File: src/rtl/spi_frame_pkg.sv
package spi_frame_pkg;
   typedef enum logic [1:0] {
      ST_IDLE  = 2'd0,
      ST_SHIFT = 2'd1,
      ST_GAP   = 2'd2
   } eng_state_t;
endpackage

File: src/rtl/spi_half_div.sv
module spi_half_div #(
   parameter int DIV_W = 8
) (
   input  logic             clk,
   input  logic             rst_n,
   input  logic             run,
   input  logic [DIV_W-1:0] half,
   output logic             tick
);
   logic [DIV_W-1:0] cnt_q;
   logic [DIV_W-1:0] half_eff;

   assign half_eff = (half == '0) ? DIV_W'(1) : half;
   assign tick     = run && (cnt_q == half_eff - DIV_W'(1));

   always_ff @(posedge clk or negedge rst_n) begin
      if (!rst_n)             cnt_q <= '0;
      else if (!run || tick)  cnt_q <= '0;
      else                    cnt_q <= cnt_q + 1'b1;
   end

   // the counter never runs past the half-period while the setting holds
   a_r1_cnt_bound: assert property (@(posedge clk) disable iff (!rst_n)
      (run && $stable(half)) |-> (cnt_q < half_eff));
endmodule

File: src/rtl/spi_shift_engine.sv
module spi_shift_engine
   import spi_frame_pkg::*;
#(
   parameter int MAX_W = 16,
   parameter int CNT_W = 5,
   parameter int DIV_W = 8,
   parameter int GAP_W = 4
) (
   input  logic             clk,
   input  logic             rst_n,
   input  logic             start,
   input  logic [MAX_W-1:0] tx_frame,
   input  logic [CNT_W-1:0] width,
   input  logic             lsb_first,
   input  logic             cpol,
   input  logic             cpha,
   input  logic [DIV_W-1:0] half,
   input  logic [GAP_W-1:0] gap,
   input  logic             miso,
   output logic             sck,
   output logic             mosi,
   output logic             busy,
   output logic             done,
   output logic [MAX_W-1:0] rx_frame
);
   localparam int E_W = CNT_W + 1;
   localparam logic [CNT_W-1:0] FULL_W = CNT_W'(MAX_W);

   eng_state_t       st_q;
   logic [E_W-1:0]   ecnt_q;
   logic             phase_q;
   logic [MAX_W-1:0] tx_sh_q;
   logic [MAX_W-1:0] rx_sh_q;
   logic [GAP_W:0]   gcnt_q;
   logic             done_q;
   logic             tick;
   logic [E_W-1:0]   last_idx;
   logic [GAP_W:0]   gap_last;
   logic             edge_tick, is_last, sample_ev, shift_ev;

   assign last_idx  = {width, 1'b0} - E_W'(1);
   assign gap_last  = {gap, 1'b0} - (GAP_W+1)'(1);
   assign edge_tick = tick && (st_q == ST_SHIFT);
   assign is_last   = (ecnt_q == last_idx);
   assign sample_ev = edge_tick && (cpha ? phase_q : !phase_q);
   assign shift_ev  = edge_tick && (cpha ? (!phase_q && ecnt_q != '0)
                                         : (phase_q && !is_last));

   spi_half_div #(.DIV_W(DIV_W)) u_div (
      .clk  (clk),
      .rst_n(rst_n),
      .run  (st_q != ST_IDLE),
      .half (half),
      .tick (tick)
   );

   always_ff @(posedge clk or negedge rst_n) begin
      if (!rst_n) begin
         st_q    <= ST_IDLE;
         ecnt_q  <= '0;
         phase_q <= 1'b0;
         tx_sh_q <= '0;
         rx_sh_q <= '0;
         gcnt_q  <= '0;
         done_q  <= 1'b0;
      end else begin
         done_q <= edge_tick && is_last;
         case (st_q)
            ST_IDLE: if (start) begin
               st_q    <= ST_SHIFT;
               tx_sh_q <= tx_frame;
               rx_sh_q <= '0;
               ecnt_q  <= '0;
               phase_q <= 1'b0;
            end
            ST_SHIFT: if (tick) begin
               phase_q <= !phase_q;
               ecnt_q  <= ecnt_q + 1'b1;
               if (shift_ev)
                  tx_sh_q <= lsb_first ? (tx_sh_q >> 1) : (tx_sh_q << 1);
               if (sample_ev)
                  rx_sh_q <= lsb_first ? {miso, rx_sh_q[MAX_W-1:1]}
                                       : {rx_sh_q[MAX_W-2:0], miso};
               if (is_last) begin
                  gcnt_q <= '0;
                  st_q   <= (gap == '0) ? ST_IDLE : ST_GAP;
               end
            end
            ST_GAP: if (tick) begin
               gcnt_q <= gcnt_q + 1'b1;
               if (gcnt_q == gap_last) st_q <= ST_IDLE;
            end
            default: st_q <= ST_IDLE;
         endcase
      end
   end

   assign sck      = cpol ^ phase_q;
   assign mosi     = lsb_first ? tx_sh_q[0] : tx_sh_q[width - CNT_W'(1)];
   assign busy     = (st_q != ST_IDLE);
   assign done     = done_q;
   assign rx_frame = lsb_first ? (rx_sh_q >> (FULL_W - width))
                               : (rx_sh_q & ({MAX_W{1'b1}} >> (FULL_W - width)));

   // a frame always ends with the clock back on its idle side
   a_r3_phase_home: assert property (@(posedge clk) disable iff (!rst_n)
      ($past(st_q) == ST_SHIFT && st_q != ST_SHIFT) |-> !phase_q);

   // outgoing data only moves on a shifting edge
   a_r3_mosi_hold: assert property (@(posedge clk) disable iff (!rst_n)
      (st_q == ST_SHIFT && $past(st_q) == ST_SHIFT && !$past(shift_ev)
       && $stable(lsb_first) && $stable(width)) |-> $stable(mosi));

   // no clock activity during the inter-frame gap
   a_r9_gap_quiet: assert property (@(posedge clk) disable iff (!rst_n)
      (st_q == ST_GAP && $past(st_q) == ST_GAP && $stable(cpol)) |-> $stable(sck));
endmodule

File: src/rtl/spi_frame_master.sv
module spi_frame_master #(
   parameter int MAX_W = 16,
   parameter int MIN_W = 4,
   parameter int DIV_W = 8,
   parameter int GAP_W = 4,
   localparam int CNT_W = $clog2(MAX_W + 1)
) (
   input  logic             clk,
   input  logic             rst_n,
   input  logic [CNT_W-1:0] cfg_width,
   input  logic             cfg_lsb_first,
   input  logic             cfg_cpol,
   input  logic             cfg_cpha,
   input  logic [DIV_W-1:0] cfg_half,
   input  logic [GAP_W-1:0] cfg_gap,
   input  logic             cfg_tx_only,
   input  logic             sel_hi,
   input  logic             tx_wr,
   input  logic [MAX_W-1:0] tx_data,
   input  logic             rx_rd,
   input  logic             ovr_clr,
   input  logic [2:0]       irq_en,
   output logic [MAX_W-1:0] rx_data,
   output logic             txe,
   output logic             rxne,
   output logic             busy,
   output logic             ovr,
   output logic [2:0]       irq,
   output logic             sck,
   output logic             mosi,
   input  logic             miso,
   output logic             cs_n
);
   localparam logic [CNT_W-1:0] LO_W = CNT_W'(MIN_W);
   localparam logic [CNT_W-1:0] HI_W = CNT_W'(MAX_W);

   if (MIN_W < 2 || MAX_W < MIN_W || DIV_W < 1 || GAP_W < 1) begin : g_bad_cfg
      $error("spi_frame_master: inconsistent parameters");
   end

   logic [CNT_W-1:0] width_eff;
   logic [MAX_W-1:0] tx_buf_q, rx_buf_q, eng_rx;
   logic             tx_full_q, rx_full_q, ovr_q;
   logic             eng_busy, eng_done, start;
   logic [2:0]       stat;

   assign width_eff = (cfg_width < LO_W) ? LO_W : (cfg_width > HI_W) ? HI_W : cfg_width;
   assign start     = tx_full_q && !sel_hi && !eng_busy;

   spi_shift_engine #(
      .MAX_W(MAX_W), .CNT_W(CNT_W), .DIV_W(DIV_W), .GAP_W(GAP_W)
   ) u_eng (
      .clk      (clk),
      .rst_n    (rst_n),
      .start    (start),
      .tx_frame (tx_buf_q),
      .width    (width_eff),
      .lsb_first(cfg_lsb_first),
      .cpol     (cfg_cpol),
      .cpha     (cfg_cpha),
      .half     (cfg_half),
      .gap      (cfg_gap),
      .miso     (miso),
      .sck      (sck),
      .mosi     (mosi),
      .busy     (eng_busy),
      .done     (eng_done),
      .rx_frame (eng_rx)
   );

   always_ff @(posedge clk or negedge rst_n) begin
      if (!rst_n) begin
         tx_buf_q  <= '0;
         tx_full_q <= 1'b0;
      end else if (tx_wr && !tx_full_q) begin
         tx_buf_q  <= tx_data;
         tx_full_q <= 1'b1;
      end else if (start) begin
         tx_full_q <= 1'b0;
      end
   end

   always_ff @(posedge clk or negedge rst_n) begin
      if (!rst_n) begin
         rx_buf_q  <= '0;
         rx_full_q <= 1'b0;
         ovr_q     <= 1'b0;
      end else begin
         if (ovr_clr) ovr_q <= 1'b0;
         if (eng_done && !cfg_tx_only) begin
            rx_buf_q  <= eng_rx;
            rx_full_q <= 1'b1;
            if (rx_full_q && !rx_rd) ovr_q <= 1'b1;
         end else if (rx_rd) begin
            rx_full_q <= 1'b0;
         end
      end
   end

   assign stat = {!eng_busy, rx_full_q, !tx_full_q};
   for (genvar gi = 0; gi < 3; gi++) begin : g_irq
      assign irq[gi] = stat[gi] & irq_en[gi];
   end

   assign txe     = !tx_full_q;
   assign rxne    = rx_full_q;
   assign busy    = eng_busy;
   assign ovr     = ovr_q;
   assign rx_data = rx_buf_q;
   assign cs_n    = sel_hi;

   // an accepted write leaves the holder full on the next cycle
   a_r7_fill: assert property (@(posedge clk) disable iff (!rst_n)
      (tx_wr && txe) |=> !txe);

   // a write into a full holder does not disturb it
   a_r7_ignore: assert property (@(posedge clk) disable iff (!rst_n)
      (tx_wr && tx_full_q && !start) |=> $stable(tx_buf_q));

   // activity starts only with select low and a frame held
   a_r6_start_cs: assert property (@(posedge clk) disable iff (!rst_n)
      $rose(busy) |-> ($past(!cs_n) && $past(!txe)));

   // overrun rises only over a result already held
   a_r8_ovr_rise: assert property (@(posedge clk) disable iff (!rst_n)
      $rose(ovr) |-> $past(rxne));

   // transmit-only operation never reports a received frame
   a_r10_quiet: assert property (@(posedge clk) disable iff (!rst_n)
      (cfg_tx_only && $past(cfg_tx_only)) |-> !$rose(rxne));
endmodule

File: config.mk
export PLATFORM = sky130hd
export DESIGN_NAME = spi_frame_master
export DESIGN_NICKNAME = d
export VERILOG_FILES = /design/src/rtl/spi_frame_pkg.sv /design/src/rtl/spi_half_div.sv /design/src/rtl/spi_shift_engine.sv /design/src/rtl/spi_frame_master.sv
export SDC_FILE = /design/constraint.sdc
export NUM_CORES = 1
export LEC_CHECK = 0
export CORE_MARGIN = 1.5
export CORE_UTILIZATION = 34
export DETAILED_ROUTE_END_ITERATION = 16
export GPL_ROUTABILITY_DRIVEN = 0
export PLACE_DENSITY = 0.62
export SYNTH_ARGS = -nofsm -noshare
export SYNTH_HDL_FRONTEND = slang
export SYNTH_SLANG_ARGS = --single-unit
File: constraint.sdc
create_clock -name clk -period 4.9 [get_ports clk]
set_input_delay 0.98 -clock clk [delete_from_list [all_inputs] [get_ports clk]]
set_output_delay 0.98 -clock clk [all_outputs]
set_load 0.01 [all_outputs]
==> impl_metrics.env, run 1 <==
export IMPL_status="completed"
export IMPL_fin_area_um2=7210
export IMPL_synth_area_per_cell_um2=9.68
export IMPL_tightest_slew_ps=843
export IMPL_layout_common_cells="90 x dfrtp_1, 81 x nand2_1, 69 x clkdlybuf4s50_1, 43 x mux2i_1, 36 x inv_1"
export IMPL_end_kind="output port"
export IMPL_ir_worst_vdd_v=0.000186
export IMPL_grt_remaining_overflow=0
export IMPL_ys_ff_latch=90
export IMPL_max_stage_delay_ps=470
export IMPL_io_pins=73
export IMPL_fin_worst_skew_ps=11.8
export IMPL_rsz0062_at_grt="false"
export IMPL_clk_pin_slew_worst_paths_ps=70
export IMPL_grt_pass1_wl_mm=24.8
export IMPL_ys_flop_type="dfrtp_1"
export IMPL_die_h_um=135
export IMPL_synth_edf_count=0
export IMPL_io_buffers=72
export IMPL_numCtsBuffers=9
export IMPL_grt_max_degree=52
export IMPL_fin_nets=733
export IMPL_pre_cts_ws_ps=-41.1
export IMPL_critPathMaxFanout=5
export IMPL_rows=48
export IMPL_cts_path_max_buffers=2
export IMPL_cp_cell_sequence="clkdlybuf4s50_1 > o21ba_4 > nand2_1 > ha_1 > inv_1 > ha_4 > mux4_2 > mux4_2 > nor2_1 > a21oi_1 > dlymetal6s2s_1"
export IMPL_cts_root_buf="clkbuf_16"
export IMPL_nFillCells=1671
export IMPL_ant_nets=0
export IMPL_wl_per_cell_um=16.4
export IMPL_layout_commonest_cell="dfrtp_1"
export IMPL_crit_type="input port to output port"
export IMPL_cp_top_family="multiplexers"
export IMPL_arrival_ps=3500
export IMPL_worstPathRequired_ps=3920
export IMPL_areaGrowthSynthToFinish_pct=21.3
export IMPL_layout_setup_ws_ps=419
export IMPL_drc=0
export IMPL_synth_seq_area_share_pct=37.9
export IMPL_min_period_ps=4480
export IMPL_dp_hpwl_mm=10.9
export IMPL_timing_final_crit_share_pct=91.4
export IMPL_final_util_pct=42.0
export IMPL_die_area_um2=18300
export IMPL_core_area_um2=17200
export IMPL_first_pass_iters=5
export IMPL_async_flop_share_pct=100
export IMPL_setup_viol=0
export IMPL_ctsHoldBuffers=0
export IMPL_leakage_nw=3.07
export IMPL_hold_path_class="flop to flop"
export IMPL_maxCapViolations=0
export IMPL_drive_gt1_share_pct=13.7
export IMPL_htree_levels=3
export IMPL_cts_tree="done"
export IMPL_power_density_nw_per_um2=352
export IMPL_vias=5014
export IMPL_total_power_mw=2.54
export IMPL_syn_cell_area_um2=5950
export IMPL_die_x_um=135
export IMPL_ys_types=71
export IMPL_drt_iter0_drc=536
export IMPL_start_util_pct=34.6
export IMPL_grt_usage_pct=16.9
export IMPL_syn_inst=614
export IMPL_slew_headroom_pct=43.6
export IMPL_hold_violations=0
export IMPL_fmax_mhz=223
export IMPL_crit_path_start_kind="input port"
export IMPL_via_per_inst=5.54
export IMPL_critPathSlowestCell="mux4_2"
export IMPL_syn_nets=672
export IMPL_dpl_cell_area_um2=6900
export IMPL_clock_latency_ps=350
export IMPL_grt_pass1_vias=4841
export IMPL_cts_sinks=90
export IMPL_antenna_found_initial=0
export IMPL_hold_ws_ps=479
export IMPL_n_antenna_cell=0
export IMPL_drt_wl_total_mm=14.8
export IMPL_cpMostUsedCell="mux4_2"
export IMPL_synth_warning_count=0
export IMPL_crit_buf_inv=3
export IMPL_drv_slew=0
-- final timing paths --
path / startpoint / to / slack, ps / cells after the start
worst max-delay path: cfg_width[2] / mosi / 420 / 11
worst min-delay path: rx_data[13]$_DFFE_PN0P_ / rx_data[13]$_DFFE_PN0P_ / 480 / 2
worst max register to register: u_eng.u_div.cnt_q[3]$_DFF_PN0_ / u_eng.rx_sh_q[1]$_DFFE_PN0P_ / 2050 / 6
worst min register to register: rx_data[13]$_DFFE_PN0P_ / rx_data[13]$_DFFE_PN0P_ / 480 / 2
max in group asynchronous: rst_n / u_eng.u_div.cnt_q[7]$_DFF_PN0_ / 3260 / 2
min in group asynchronous: rst_n / rx_data[0]$_DFFE_PN0P_ / 650 / 1
-- power breakdown --
part / switching (mW) / total, mW / leakage, nW / internal, mW
combinational: 0.381 / 0.736 / 1.75 / 0.356
sequential: 0.174 / 1.09 / 1.16 / 0.918
clock: 0.299 / 0.710 / 0.153 / 0.410
total: 0.854 / 2.54 / 3.07 / 1.68
-- logic make-up after synthesis --
logic type | synth area share, %
muxes | 18.0
DFF | 37.9
and+or+nand+nor | 19.0
buffers and inverters | 5.47
AOI/OAI and AO/OA | 14.3
xor gates and xnor gates | 2.95
adders and majority gates | 2.31
-- flip-flops by register name, indices dropped and copies added, names as in the netlist, 2 cells and up --
| register | count |
|---|---|
| rx_data | 16 |
| tx_buf_q | 16 |
| u_eng.rx_sh_q | 16 |
| u_eng.tx_sh_q | 16 |
| u_eng.u_div.cnt_q | 8 |
| u_eng.ecnt_q | 6 |
| u_eng.gcnt_q | 5 |
| u_eng.st_q | 2 |
-- metal layers --
metal / wire length, um / up-vias / global-route usage [%]
met1: 6790 / 2430 / 23.0
met5: 0 / - / 0
met2: 6910 / 186 / 27.0
met4: 303 / 0 / 5.50
li1: - / 2366 / -
met3: 821 / 32 / 3.37
-- Yosys cell counts (11+ instances only) --
cell	number	area share [%]
nand2_1	81	5.1
o211ai_1	18	2.3
nand3_1	13	1.1
nand2b_1	11	1.2
nor3_1	18	1.5
dfrtp_1	90	38
nand4_1	15	1.6
ha_1	11	2.3
mux4_2	18	6.8
inv_1	36	2.3
mux2i_1	43	7.2
a21oi_1	18	1.5
clkbuf_1	23	1.5
nor2_1	29	1.8
o21ai_0	25	2.1
nor2b_1	13	1.4
mux2_2	19	3.6
-- timing repair --
item / CTS / global route
buffers inserted: 0 / 0
endpoints found under the setup margin: 1 / 1
cloned: 0 / 0
resized for setup: 1 / 3
-- through the flow --
step | instances | setup TNS, ps
after floorplan | 614 | 0
after global placement | 889 | 0
final | 905 | 0
after global routing | 905 | 0
after CTS | 905 | 0
after detailed placement | 889 | -41.1
-- worst register-to-register path, stage by stage (launching register included) --
cell	delay, ps
dfrtp_1	420
xor2_1	240
nor4b_1	410
nor2_1	130
o211ai_2	700
nand4_4	530
mux2i_1	340
-- final cells by class --
type,instances,area (um^2),area share (%)
inverter,37,139,1.93
tap,225,282,3.90
sequential,90,2250,31.2
clock buffer,10,239,3.31
multi-input combinational,448,3390,47.1
clock inverter,6,62.6,0.867
timing repair buffer,89,843,11.7
Note: power is estimated with default switching activity, not from simulation.
==> run 2, diff against run 1 <==
- GPL_TIMING_DRIVEN: not set -> 0
- TNS_END_PERCENT: not set -> 30
- clock period: 4.9 -> 5.2 ns (I/O delays scaled with it)
==> run 2 against run 1 <==
  * Clock power grew 3%
  * Wire length grew 6.0%
  * Worst hold slack gained 1.4 ps
  * Critical path type unchanged
==> impl_metrics.env, run 2 (synthesis gave the netlist of run 1 again) <==
export IMPL_critPathMaxFanout=7
export IMPL_vias=5169
export IMPL_internal_power_mw=1.65
export IMPL_grt_usage_pct=17.9
export IMPL_drive_gt1_share_pct=12.9
export IMPL_dp_cells=911
export IMPL_arrival_ps=3800
export IMPL_p_clk_share_pct=29.6
export IMPL_fin_tns_setup_ps=0
export IMPL_hold_violations=0
export IMPL_drc=0
export IMPL_crit_type="input port to output port"
export IMPL_power_density_nw_per_um2=338
export IMPL_fin_worst_skew_ps=9.09
export IMPL_p_seq_share_pct=41.1
export IMPL_r2r_setup_slack_ps=2550
export IMPL_ff2ff_path_depth=9
export IMPL_wl_per_cell_um=17.0
export IMPL_drv_slew=0
export IMPL_dp_hpwl_mm=11.6
export IMPL_io_pins=73
export IMPL_drt_iter0_drc=479
export IMPL_instances_no_fill=925
export IMPL_final_util_pct=42.5
export IMPL_hold_path_class="flop to flop"
export IMPL_status="completed"
export IMPL_rows=48
export IMPL_first_pass_iters=7
export IMPL_crit_path_start="cfg_width[2]"
export IMPL_grt_remaining_overflow=0
export IMPL_hold_ws_ps=480
export IMPL_drt_wl_total_mm=15.7
export IMPL_layout_commonest_cell="dfrtp_1"
export IMPL_netSwitchingPower_mw=0.816
export IMPL_die_x_um=135
export IMPL_total_power_mw=2.47
export IMPL_grt_pass1_wl_mm=26.1
export IMPL_die_area_um2=18300
export IMPL_grt_max_degree=66
export IMPL_die_h_um=135
export IMPL_fmax_mhz=206
export IMPL_rsz0062_at_grt="false"
export IMPL_n_antenna_cell=0
export IMPL_maxCapViolations=0
export IMPL_ir_worst_vdd_v=0.000199
export IMPL_ant_nets=0
export IMPL_cts_tree="done"
export IMPL_end_kind="output port"
export IMPL_r2r_end="u_eng.tx_sh_q[11]$_DFFE_PN0P_"
export IMPL_min_period_ps=4840
export IMPL_numCtsBuffers=9
export IMPL_combPwrFrac_pct=29.4
export IMPL_cts_path_max_buffers=2
export IMPL_clk_pin_slew_worst_paths_ps=60
export IMPL_nFillCells=1662
export IMPL_crit_path_start_kind="input port"
export IMPL_fin_nets=754
export IMPL_switching_share_pct=33.1
export IMPL_antenna_found_initial=0
export IMPL_clock_latency_ps=350
export IMPL_io_buffers=71
export IMPL_tightest_slew_ps=832
export IMPL_setup_viol=0
export IMPL_timing_final_crit_share_pct=93.2
export IMPL_endpoint="mosi"
export IMPL_slew_headroom_pct=44.1
export IMPL_core_area_um2=17200
export IMPL_via_per_inst=5.59
export IMPL_reg2reg_from="u_eng.u_div.cnt_q[3]$_DFF_PN0_"
export IMPL_post_cts_buffers=0
export IMPL_cts_sinks=90
export IMPL_htree_levels=3
export IMPL_grt_pass1_vias=5178
export IMPL_start_util_pct=34.6
export IMPL_areaGrowthSynthToFinish_pct=22.7
export IMPL_worstPathRequired_ps=4160
export IMPL_min_from="rx_data[9]$_DFFE_PN0P_"
export IMPL_cts_root_buf="clkbuf_16"
export IMPL_leakage_nw=3.09
export IMPL_layout_common_cells="90 x dfrtp_1, 81 x nand2_1, 69 x clkdlybuf4s50_1, 43 x mux2i_1, 36 x inv_1"
==> run 2: cell types whose count changed in the layout (fill, tap and decap cells not counted), sizes merged <==
cell and delta:
bufinv +1, clkinv -2, clkbuf +23, inv -1, buf -1
==> run 2: how the worst min path moves through the flow <==
| stage | end | slack [ps] | cells past startpoint |
|---|---|---|---|
| floorplan | u_eng.tx_sh_q[10]$_DFFE_PN0P_ | 470 | 2 |
| global route | rx_data[9]$_DFFE_PN0P_ | 520 | 2 |
| detailed placement | rx_data[13]$_DFFE_PN0P_ | 480 | 2 |
| finish | rx_data[9]$_DFFE_PN0P_ | 480 | 2 |
| CTS | rx_data[13]$_DFFE_PN0P_ | 490 | 2 |
| global placement | rx_data[13]$_DFFE_PN0P_ | 470 | 2 |
==> run 2: through the flow <==
stage | worst slack [ps] | instance area (um^2)
global route | 211 | 7300
detailed placement | -402 | 6960
CTS | 1.43 | 7300
finish | 356 | 7300
global placement | -405 | 6940
floorplan | 1000 | 5950
==> run 2: critical path, cell delays in order <==
cell and delay, ps:
clkdlybuf4s50_1 460, o21ba_4 260, nand2_4 120, ha_1 230, inv_1 80, ha_2 410, mux4_2 320, mux4_2 480
nor2_1 100, a21oi_1 70, dlymetal6s2s_1 220
==> run 2: routing by layer <==
layer  GRT usage (%)  vias to the layer above  share of wire (%)
li1                -                     2404                  -
met4            7.47                        0                2.4
met5               0                        -                  0
met2            28.6                      204                 46
met3            3.22                       36                5.4
met1            23.9                     2525                 46
==> run 2: cell type report <==
type	instances	area (um^2)	share of cell area, %
Multi-Input combinational cell	448	3370	46.2
Sequential cell	90	2250	30.9
Timing Repair Buffer	72	738	10.1
Tap cell	225	282	3.86
Clock buffer	11	253	3.46
Buffer	38	188	2.57
Inverter	37	139	1.90
Clock inverter	4	73.8	1.01
==> run 2: power by group through the flow <==
| stage | sequential (mW) | clock [mW] | combinational (mW) |
|---|---|---|---|
| finish | 1.01 | 0.729 | 0.724 |
| detailed placement | 1.02 | 0 | 0.715 |
| global route | 1.03 | 0.766 | 0.810 |
| floorplan | 0.968 | 0 | 0.528 |
| global placement | 1.01 | 0 | 0.689 |
| CTS | 1.01 | 0.741 | 0.725 |
==> run 2: repair_timing <==
item	in CTS	in global routing
gates resized for setup	4	1
setup endpoints to repair	1	1
hold endpoints to repair	0	0
hold buffers	0	0
